## src/rtl/dmacp_pkg.sv

```systemverilog
package dmacp_pkg;
  localparam int unsigned LEG_CHANS = 7;
  localparam int unsigned SLOTS     = 8;
  localparam int unsigned CH_W      = $clog2(SLOTS);
  localparam int unsigned SKIP_SLOT = 4;

  typedef enum logic [1:0] {TX_IDLE, TX_SLOTS, TX_GAP} tx_state_e;
  typedef enum logic [1:0] {RX_IDLE, RX_B0, RX_B1, RX_B2} rx_state_e;

  function automatic logic [CH_W-1:0] slot_of_idx(input int unsigned idx);
    if (idx < SKIP_SLOT) return CH_W'(idx);
    else                 return CH_W'(idx + 1);
  endfunction

  function automatic logic [SLOTS-1:0] expand_req(input logic [LEG_CHANS-1:0] v);
    logic [SLOTS-1:0] e;
    for (int s = 0; s < SLOTS; s++) begin
      if (s == SKIP_SLOT)     e[s] = 1'b0;
      else if (s < SKIP_SLOT) e[s] = v[s];
      else                    e[s] = v[s-1];
    end
    return e;
  endfunction
endpackage

```

## src/rtl/dmacp_sync.sv

```systemverilog
module dmacp_sync #(
  parameter int unsigned W      = 7,
  parameter int unsigned STAGES = 2
) (
  input  logic         clk,
  input  logic         rst_n,
  input  logic [W-1:0] d_i,
  output logic [W-1:0] q_o
);
  logic [W-1:0] chain [STAGES];

  for (genvar g = 0; g < STAGES; g++) begin : g_stage
    if (g == 0) begin : g_first
      always_ff @(posedge clk) begin
        if (!rst_n) chain[g] <= '0;
        else        chain[g] <= d_i;
      end
    end else begin : g_next
      always_ff @(posedge clk) begin
        if (!rst_n) chain[g] <= '0;
        else        chain[g] <= chain[g-1];
      end
    end
  end

  assign q_o = chain[STAGES-1];
endmodule

```

## src/rtl/dmacp_req_ser.sv

```systemverilog
module dmacp_req_ser
  import dmacp_pkg::*;
(
  input  logic                 clk,
  input  logic                 rst_n,
  input  logic [LEG_CHANS-1:0] req_s_i,
  output logic                 ser_n_o
);
  tx_state_e            state;
  logic [CH_W-1:0]      slot;
  logic [SLOTS-1:0]     snap;
  logic [LEG_CHANS-1:0] sent;
  logic                 pin_q;

  localparam logic [CH_W-1:0] LAST_SLOT = CH_W'(SLOTS - 1);

  always_ff @(posedge clk) begin
    if (!rst_n) begin
      state <= TX_IDLE;
      slot  <= '0;
      snap  <= '0;
      sent  <= '0;
      pin_q <= 1'b1;
    end else begin
      case (state)
        TX_IDLE: begin
          if (req_s_i != sent) begin
            snap  <= expand_req(req_s_i);
            sent  <= req_s_i;
            slot  <= '0;
            pin_q <= 1'b0;
            state <= TX_SLOTS;
          end else begin
            pin_q <= 1'b1;
          end
        end
        TX_SLOTS: begin
          pin_q <= ~snap[slot];
          slot  <= slot + 1'b1;
          if (slot == LAST_SLOT) state <= TX_GAP;
        end
        default: begin
          pin_q <= 1'b1;
          state <= TX_IDLE;
        end
      endcase
    end
  end

  assign ser_n_o = pin_q;
endmodule

```

## src/rtl/dmacp_gnt_dec.sv

```systemverilog
module dmacp_gnt_dec
  import dmacp_pkg::*;
(
  input  logic                 clk,
  input  logic                 rst_n,
  input  logic                 gnt_n_i,
  input  logic [LEG_CHANS-1:0] req_s_i,
  output logic [LEG_CHANS-1:0] ack_o
);
  rx_state_e            state;
  logic [CH_W-2:0]      low_bits;
  logic [CH_W-1:0]      gch;
  logic                 fire;
  logic                 usable;
  logic [LEG_CHANS-1:0] hit;
  logic [LEG_CHANS-1:0] ack_q;

  always_ff @(posedge clk) begin
    if (!rst_n) begin
      state    <= RX_IDLE;
      low_bits <= '0;
    end else begin
      case (state)
        RX_IDLE: if (!gnt_n_i) state <= RX_B0;
        RX_B0: begin
          low_bits[0] <= gnt_n_i;
          state       <= RX_B1;
        end
        RX_B1: begin
          low_bits[1] <= gnt_n_i;
          state       <= RX_B2;
        end
        default: state <= RX_IDLE;
      endcase
    end
  end

  // channel number is complete in the cycle that sees its top bit
  assign gch    = {gnt_n_i, low_bits};
  assign fire   = (state == RX_B2);
  assign usable = (gch != CH_W'(SKIP_SLOT));

  always_comb begin
    for (int i = 0; i < LEG_CHANS; i++) hit[i] = (gch == slot_of_idx(i));
  end

  always_ff @(posedge clk) begin
    if (!rst_n)              ack_q <= '0;
    else if (fire && usable) ack_q <= hit & req_s_i;
    else                     ack_q <= ack_q & req_s_i;
  end

  assign ack_o = ack_q;
endmodule

```

## src/rtl/dmacp_bridge.sv

```systemverilog
module dmacp_bridge
  import dmacp_pkg::*;
#(
  parameter int unsigned SYNC_STAGES = 2
) (
  input  logic                 clk,
  input  logic                 rst_n,
  input  logic [LEG_CHANS-1:0] dreq_i,
  input  logic                 gnt_ser_n_i,
  output logic                 req_ser_n_o,
  output logic [LEG_CHANS-1:0] dack_n_o
);
  logic [LEG_CHANS-1:0] req_s;
  logic [LEG_CHANS-1:0] ack;

  dmacp_sync #(.W(LEG_CHANS), .STAGES(SYNC_STAGES)) u_sync (
    .clk   (clk),
    .rst_n (rst_n),
    .d_i   (dreq_i),
    .q_o   (req_s)
  );

  dmacp_req_ser u_ser (
    .clk     (clk),
    .rst_n   (rst_n),
    .req_s_i (req_s),
    .ser_n_o (req_ser_n_o)
  );

  dmacp_gnt_dec u_dec (
    .clk     (clk),
    .rst_n   (rst_n),
    .gnt_n_i (gnt_ser_n_i),
    .req_s_i (req_s),
    .ack_o   (ack)
  );

  assign dack_n_o = ~ack;
endmodule

```

## config.mk

```make
export PLATFORM = sky130hd
export DESIGN_NAME = dmacp_bridge
export DESIGN_NICKNAME = d
export VERILOG_FILES = /design/src/rtl/dmacp_pkg.sv /design/src/rtl/dmacp_sync.sv /design/src/rtl/dmacp_req_ser.sv /design/src/rtl/dmacp_gnt_dec.sv /design/src/rtl/dmacp_bridge.sv
export SDC_FILE = /design/constraint.sdc
export NUM_CORES = 1
export LEC_CHECK = 0
export ABC_AREA = 1
export BUFFER_PORTS_ARGS = -buffer_cell sky130_fd_sc_hd__buf_2
export CAP_MARGIN = 25
export CORE_UTILIZATION = 45
export CTS_BUF_LIST = sky130_fd_sc_hd__clkbuf_16
export CTS_CLUSTER_DIAMETER = 60
export DETAILED_ROUTE_END_ITERATION = 16
export GPL_TIMING_DRIVEN = 0
export PLACE_DENSITY = 0.61
export SYNTH_ARGS = -nofsm -noshare
export SYNTH_HDL_FRONTEND = slang
export SYNTH_SLANG_ARGS = --single-unit
export TNS_END_PERCENT = 30
```

## constraint.sdc

```tcl
create_clock -name clk -period 3.8 [get_ports clk]
set_clock_uncertainty 0.2 [all_clocks]
set_input_delay 0.38 -clock clk [delete_from_list [all_inputs] [get_ports clk]]
set_output_delay 0.38 -clock clk [all_outputs]
set_load 0.03 [all_outputs]
```

### Yosys cells after proc, flatten, opt, wreduce, memory -nomap -nowiden

Memories as Yosys holds them, arrays and structs flattened.
Cells that the tools add are included.

* memories: 1
* output and inout port bits: 8
* ROM bits: 0
* flip-flop bits (word level): 24
* bits in latches: 0
* input port bits: 10
* RAM bits: 14
* logic and storage cells: 57

* eq/ne operators: 16
* shifts and indexed selects: 0
* add/sub/neg operators: 1
* reductions and logical operators: 8
* order comparisons: 1
* div/mod/pow operators: 0
* multiply operators: 0
* mux-type cells: 16
* bitwise gates (word level): 6

Memories
* u_sync.chain: words 2, bits a word 7, read ports 2, clocked after memory_dff 0, wr ports 2, line dmacp_sync.sv:10 `logic [W-1:0] chain [STAGES];`

Operator list (number)
* $mux W7: 3
* $and A7 B7 Y7: 2
* $eq A3 B3 Y1 const B: 4
* $ne A7 B7 Y1: 1
* $not A7 Y7: 1
* $eq A3 B2 Y1 const B: 2
* $mux W2: 3
* $pmux W2 S3: 1
* $pmux W3 S2: 1
* $reduce_and A2 Y1: 3
* $eq A2 B1 Y1 const B: 2
* $eq A2 B2 Y1 const B: 2
* $logic_not A2 Y1: 2
* $lt A3 B4 Y1 const B: 1
* $mux W1: 4
* $ne A2 B1 Y1 const B: 2
* $pmux W2 S2: 1
* $add A3 B1 Y3 const B: 1
* $bmux W1 S3: 1
* $eq A3 B1 Y1 const B: 1
* $logic_not A3 Y1: 1
* $mux W3: 1
* $ne A3 B3 Y1 const B: 1
* $ne A2 B2 Y1 const B: 1
* other kinds (5): 6

### Logic depth before layout (Yosys ltp)

Gate-level depths: netlist of the first run.

* depth after elaboration: 4
* mapped depth: 10
* gate-level depth less buffers: 9

### Cells and area by module

A second synthesis of the first run with hierarchy kept.

* cell total of the unflattened synthesis: 216
* area total of the unflattened synthesis: 1655.3 µm²

By module, submodules not included
* dmacp_req_ser: sequential area each 260.2 µm², cells an instance 103, instances 1, area an instance 728.2 µm²
* dmacp_gnt_dec: sequential area each 220.2 µm², cells an instance 63, instances 1, area an instance 504.2 µm²
* dmacp_sync: sequential area each 280.3 µm², cells an instance 43, instances 1, area an instance 396.6 µm²
* dmacp_bridge: sequential area each 0.0 µm², cells an instance 7, instances 1, area an instance 26.3 µm²

### Least setup slack after synthesis of the first run

OpenSTA, ideal clock, no wires.

* kind: register to register
* start: reg u_dec.state[0]
* end: reg u_dec.ack_q[2], in the netlist u_dec.ack_o[2]
* clock period less this slack: 1479 ps
* setup time: 118 ps
* path slack: 2321 ps
* buffers on the path: 0
* data arrival time: 1160 ps
* required time: 3482 ps
* cell stages (with the launch flop): 9
* cell sequence: dfxtp_1 ha_1 inv_1 nor2_1 inv_1 nand2_1 inv_1 a31oi_1 nor3_1

* cells in the longest elaborated chain, start to end: 3

Ends and longest elaborated chain
* start: declaration: line dmacp_gnt_dec.sv:10 `rx_state_e state;`
* start signal: assignment: line dmacp_gnt_dec.sv:20 `state <= RX_IDLE;`
* start signal: assignment: line dmacp_gnt_dec.sv:24 `RX_IDLE: if (!gnt_n_i) state <= RX_B0;`
* start signal: assignment: line dmacp_gnt_dec.sv:27 `state <= RX_B1;`
* $eq A2 B2 Y1: line dmacp_gnt_dec.sv:40 `assign fire = (state == RX_B2);`
* $logic_and A1 B1 Y1: line dmacp_gnt_dec.sv:49 `else if (fire && usable) ack_q <= hit & req_s_i;`
* $mux W7: line dmacp_gnt_dec.sv:49
* end signal: assignment: line dmacp_gnt_dec.sv:49
* end signal: assignment: line dmacp_gnt_dec.sv:50 `else ack_q <= ack_q & req_s_i;`
* end: declaration: line dmacp_gnt_dec.sv:16 `logic [LEG_CHANS-1:0] ack_q;`

Every way passes these cells.
A chain may end at the register's enable or synchronous reset.

### Worst setup path after layout of the first run

* start: reg u_dec.state[1]
* end: reg u_dec.ack_q[1], in the netlist u_dec.ack_o[1]

Same word-level chain as after synthesis.

==> results.cfg, run 1 <==
[cts]
clock_latency_ns = 0.27
cts_made_buffers = 5
cts-root-buf = clkbuf_16
cts_setup_buffers = 0
cts.clk_slew.worst_paths_ns = 0.05
cts-htree-levels = 2
cts_tree = yes
clockBufferDepth = 2
cts.repair.resized = 0
hold_buffers = 0
cts_sinks = 38

[synthesis]
yosysSeqAreaShare_pct = 45.8
yosysMostFrequentCell = inv_1
synth_area_sq_um = 1660
syn-num-nets = 228
synthCells = 212
ys_ff_latch = 38
synth_commonest_cells = inv_1 (46), nand2_1 (40), dfxtp_1 (38), o21ai_0 (14), a21oi_1 (12)
yosysTopAreaCell = dfxtp_1
syn_avg_cell_area_sq_um = 7.84
synth_edf_count = 0
synthArstFlopShare_pct = 0
synth_cell_types = 25
synthTopCellsByArea = dfxtp_1 (46%), inv_1 (10%), nand2_1 (9.0%)
yosys.area.top_type_share_pct = 45.8
synth_warnings = 0
synth_flop_cell = dfxtp_1

[routing]
initialDrtViolationCount = 76
vias = 1261
dr.pass1.iters = 6
vias_per_cell = 4.49
final_antenna_net_count = 0
wl_per_cell_um = 11.0
wirelength_um = 3080
post-route-drc-count = 0

[placement]
dp_slack_ns = 2.05
gp_congestion = 0.784
dp_hpwl_um = 2230
port-buffer-count = 16

[power]
power_frac_seq_pct = 45.1
p_sw_mw = 0.289
p_clk_share_pct = 37.2
swShare_pct = 28.2
intPower_mw = 0.735
ir_drop_mv = 0.323
leakage_nw = 0.887
combPwrFrac_pct = 17.8
power_density_nw_per_um2 = 529

[floorplanning]
coreArea_sq_um = 3440
die_w_um = 62.8
row_count = 21
die-area_sq_um = 3940
ios = 18
die_h_um = 62.8
initial_core_util_pct = 48.3

[worst_setup_path]
worstSetupEndpointType = register
cp_max_fo = 7
path_class = register to register
cp_num_buf_inv = 3
crit_path_max_incr_delay_ns = 0.36
worstPathRequired_ns = 3.76
worstSetupStartpointType = register
cp_common_cell = inv_1
path_delay_family = simple AND/OR/NAND/NOR gates
worst_ep_arrival_time_ns = 1.70
cp_cell_sequence = ha_1 -> inv_1 -> nor2_1 -> inv_1 -> nand2_1 -> inv_1 -> a31oi_1 -> nor3_1
crit_slowest_cell = dfxtp_1

[status]
status = complete, no violations

[run]
maxCapViolCount = 0

[sta]
finalCritPeriodShare_pct = 45.7
fmax_mhz = 576
setup_viol = 0
fin_crit_ns = 1.74
tns_ns = 0
worstMarginPinSlew_ns = 0.707
rsz0062_at_grt = false
hold_viol = 0
fin_ws_ns = 2.06
slew_violations = 0
slew_headroom_pct = 52.7

[finish]
drive_above_1_share_pct = 20.0
diodes = 0
fin_nets = 251
syn2layout_area_growth_pct = 16.4

[global_route]
grt_max_degree = 12
antenna_found_initial = 0
grt.total_usage_pct = 18.5
grt_pass1_vias = 1215
grt_pass1_wl_um = 5550
overflow = 0

[min_path]
hold_class = primary input to register
path summary, 6_finish.rpt:
check	depth (start not counted)	slack [ns]	startpoint	endpoint
worst max-delay path	8	2.06	u_dec.state[1]	u_dec.ack_o[1]
worst min-delay path	3	0.08	dreq_i[1]	u_sync.chain[0][1]
worst max register to register	8	2.06	u_dec.state[1]	u_dec.ack_o[1]
worst min register to register	2	0.21	u_sync.chain[0][1]	u_sync.chain[1][1]
power by group through the flow:
stage	sequential [mW]	clock [mW]	combinational, mW
2_1_floorplan	0.465	0	0.142
3_3_place_gp	0.469	0	0.179
3_5_place_dp	0.469	0	0.181
4_1_cts	0.461	0.389	0.183
5_1_grt	0.468	0.408	0.215
6_report	0.461	0.381	0.182
placed cells by master (no fill, tap or decap), types with 2 or more instances in the layout:
master / count
a21oi_1: 12
a21oi_2: 8
a31oi_1: 2
buf_2: 16
clkbuf_1: 2
clkbuf_16: 5
clkinv_2: 2
dfxtp_1: 38
ha_1: 6
inv_1: 46
nand2_1: 40
nand2_2: 9
nand2_4: 2
nand3_1: 11
nor2_1: 5
nor3_1: 4
o2111ai_1: 3
o21ai_0: 14
per-stage QoR:
stage	power [mW]	hold slack (ns)	cells	area [sq um]	utilization (%)
after floorplan	0.607	0.190	212	1660	-
after global placement	0.649	0.193	274	1800	52.3
after detailed placement	0.651	0.195	274	1800	52.3
after CTS	1.03	0.0786	281	1930	56.2
after global routing	1.09	0.0768	281	1930	56.2
final	1.02	0.0832	281	1930	56.2
flip-flops by register name, summed over array words and instances, names as in the netlist:
| signal | flops |
|---|---|
| u_dec.state | 2 |
| u_dec.ack_o | 7 |
| u_ser.state | 2 |
| u_ser.ser_n_o | 1 |
| u_ser.sent | 7 |
| u_dec.low_bits | 2 |
| u_ser.slot | 3 |
| u_sync.chain | 14 |
layer usage:
layer / wire, um / GRT usage, % / up-vias / share of wire [%]
li1: - / - / 705 / -
met1: 1600 / 25.0 / 517 / 52
met2: 1280 / 27.7 / 35 / 42
met3: 147 / 4.93 / 4 / 4.8
met4: 48 / 7.85 / 0 / 1.6
met5: 0 / 0 / - / 0
worst register-to-register path, cell delays in order (launching register included):
cell and delay [ns]:
dfxtp_1 0.36, ha_1 0.17, inv_1 0.08, nor2_1 0.18, inv_1 0.10, nand2_1 0.18, inv_1 0.12, a31oi_1 0.17
nor3_1 0.06
cells by family (layout without fill, tap and decap cells):
logic type                 Yosys count  in the layout  synth area share [%]
buffers and inverters               52             75                  12.8
xor gates and xnor gates             2              2                  1.05
AOI/OAI and AO/OA                   41             41                  15.4
and+or+nand+nor                     73             73                  20.5
adders and majority gates            6              6                  4.52
DFF                                 38             38                  45.8
final cells by class:
cell class / count / area (sq um)
Buffer: 5 / 36.3
Clock buffer: 5 / 125
Sequential cell: 38 / 761
Timing Repair Buffer: 16 / 80.1
Inverter: 47 / 176
Fill cell: 332 / 1510
Multi-Input combinational cell: 122 / 688
Clock inverter: 2 / 10.0
Tap cell: 46 / 57.6
Power figures use the tool's default switching activity.
==> run 2, diff against run 1 <==
Settings changed: ABC_AREA 1 to 0, PLACE_DENSITY 0.61 to 0.64.
Clock period 3.8 ns to 1.4 ns, I/O delays scaled along.
==> results.cfg, run 2 <==
[worst_setup_path]
r2r_slack_ns = -0.18
ff2ff_path_depth = 5
worstSetupEndpointType = register
reg2reg_from = u_sync.chain[1][6]
r2r_end = u_ser.state[0]
path_class = register to register
cp_max_fo = 5
worst_ep_arrival_time_ns = 1.55
worstSetupStartpointType = register
endpoint = u_ser.state[0]
worstPathRequired_ns = 1.37
crit_start = u_sync.chain[1][6]

[routing]
final_antenna_net_count = 0
vias = 1177
initialDrtViolationCount = 70
post-route-drc-count = 0
vias_per_cell = 4.86
wl_per_cell_um = 12.2
wirelength_um = 2960
dr.pass1.iters = 4

[placement]
dp_slack_ns = -0.281
dp_cells = 226
gp_congestion = 0.794
placed_area_sq_um = 1720
port-buffer-count = 16
dp_hpwl_um = 2060

[synthesis]
synthArstFlopShare_pct = 0
synth_xor_area_share_pct = 3.90
yosysSeqAreaShare_pct = 48.4
yosys.area.top_type_share_pct = 48.4
synthTopCellsByArea = dfxtp_1 (48%), mux2i_1 (6.4%), and2_1 (6.0%)
synth_warnings = 0
ys_ff_latch = 38
synthMuxAreaShare_pct = 8.53
yosys.area_share.simple_pct = 20.9
synth_cell_types = 32
synth_commonest_cells = dfxtp_1 (38), nand2_1 (24), and2_1 (15), inv_1 (10), mux2i_1 (10)
synth_compound_area_share_pct = 8.69
synthAdderAreaFrac_pct = 4.78
synth_area_sq_um = 1570
synthCells = 164
synth_flop_cell = dfxtp_1
syn_avg_cell_area_sq_um = 9.57
yosysMostFrequentCell = dfxtp_1
syn-num-nets = 180
yosysTopAreaCell = dfxtp_1
synth_top_family_by_area = simple AND/OR/NAND/NOR gates
synth_edf_count = 0

[cts]
cts-root-buf = clkbuf_16
cts_made_buffers = 5
cts-htree-levels = 2
clockBufferDepth = 2
cts_sinks = 38
clock_latency_ns = 0.28
cts_tree = yes
cts.clk_slew.worst_paths_ns = 0.05

[finish]
final-seq-area_sq_um = 783
largest_reg_flops = 14
layout_commonest_cell = nand2_1
multi_input_area_sq_um = 803
syn2layout_area_growth_pct = 29.1
diodes = 0
fillers = 300
layout_common_cells = nand2_1 (24), dfxtp_1 (22), buf_2 (16)
final_cells = 242
fin_nets = 213
drive_above_1_share_pct = 28.6
fin_area_sq_um = 2030
top_register = u_sync.chain

[sta]
fin_ws_ns = -0.184
finalCritPeriodShare_pct = 113
whs_ns = -0.00720
fin_crit_ns = 1.58
slew_violations = 0
setup_viol = 12
rsz0062_at_grt = true
worstMarginPinSlew_ns = 0.509
slew_headroom_pct = 66.0
hold_viol = 1
fmax_mhz = 631

[floorplanning]
coreArea_sq_um = 3340
die_w_um = 61.1
row_count = 21
die_h_um = 61.1
ios = 18
die-area_sq_um = 3730
initial_core_util_pct = 47.1

[global_route]
overflow = 0
grt.total_usage_pct = 18.7
antenna_found_initial = 0
grt_pass1_wl_um = 4840
grt_max_degree = 11
grt_pass1_vias = 1057

[power]
ir_drop_mv = 0.683
leakage_nw = 0.807
power_density_nw_per_um2 = 1270

[min_path]
hold_class = primary input to register

[status]
violations = negative hold slack, negative setup slack
status = finished, violations left

[run]
maxCapViolCount = 0
run 2: cell count changes after synthesis, sizes merged, moves of 10 or more:
cell   previous run  this run
mux2i             0        10
o21ai            14         3
and2              0        15
a21oi            20         2
inv              47        10
nand2            51        24
run 2: area by class of cell:
| type | instances | share of cell area [%] |
|---|---|---|
| Sequential cell | 38 | 38.6 |
| Clock buffer | 5 | 6.17 |
| Buffer | 7 | 1.67 |
| Clock inverter | 1 | 0.185 |
| Inverter | 10 | 1.85 |
| Multi-Input combinational cell | 108 | 39.6 |
| Tap cell | 46 | 2.84 |
| Timing Repair Buffer | 27 | 9.01 |
run 2: repair_timing:
action / 4_1_cts / 5_1_grt
gates resized for setup: 9 / 14
setup buffers: 1 / 1
endpoints found under the setup margin: 20 / 16
hold buffers: 8 / 0
gates cloned: 0 / 1
hold endpoints to repair: 9 / 0
pin swaps: 2 / 9
run 2: worst max-delay path: stages, from the launching register on:
cell      delay, ns
dfxtp_2        0.33
xor2_1         0.17
nor4_2         0.29
a211oi_2       0.14
buf_4          0.18
o21a_1         0.16
run 2: worst min-delay path by stage:
stage / startpoint / to / slack [ns] / cells past startpoint
3_5_place_dp: dreq_i[4] / u_sync.chain[0][4] / 0.15 / 2
5_1_grt: rst_n / u_ser.slot[0] / 0.02 / 3
6_report: rst_n / u_ser.slot[0] / -0.007 / 3
2_1_floorplan: dreq_i[0] / u_sync.chain[0][0] / 0.07 / 1
3_3_place_gp: dreq_i[0] / u_sync.chain[0][0] / 0.15 / 2
4_1_cts: rst_n / u_ser.slot[0] / 0.0004 / 3
run 2: report_power, final:
part / switching, mW / leakage, nW / internal (mW)
logic: 0.179 / 0.426 / 0.188
registers: 0.0569 / 0.318 / 1.15
clock network: 0.375 / 0.0632 / 0.631
total: 0.611 / 0.807 / 1.97
run 2: cell families after synthesis:
kind of cell,after synthesis
adder cells (fa/ha/maj),6
flip-flops,38
multiplexers,12
AND/OR/NAND/NOR,63
buffers and inverters,18
AO/OA/AOI/OAI,20
XOR/XNOR,7
run 2: metrics by stage:
stage | util [%] | hold WS, ns | power, mW | setup TNS (ns)
3_3_place_gp | 51.5 | 0.146 | 1.50 | -3.44
2_1_floorplan | - | 0.0673 | 1.44 | -1.04
5_1_grt | 60.7 | 0.0161 | 2.70 | -2.79
3_5_place_dp | 51.5 | 0.149 | 1.52 | -4.21
4_1_cts | 59.1 | 0.000402 | 2.58 | -1.87
6_report | 60.7 | -0.00720 | 2.58 | -1.71
run 2: per-layer routing:
metal / vias to the layer above / routed length, um / global-route usage [%]
met5: - / 0 / 0
met4: 0 / 53 / 7.79
met3: 6 / 116 / 6.93
met2: 30 / 1390 / 29.8
met1: 538 / 1400 / 23.0
li1: 603 / - / -
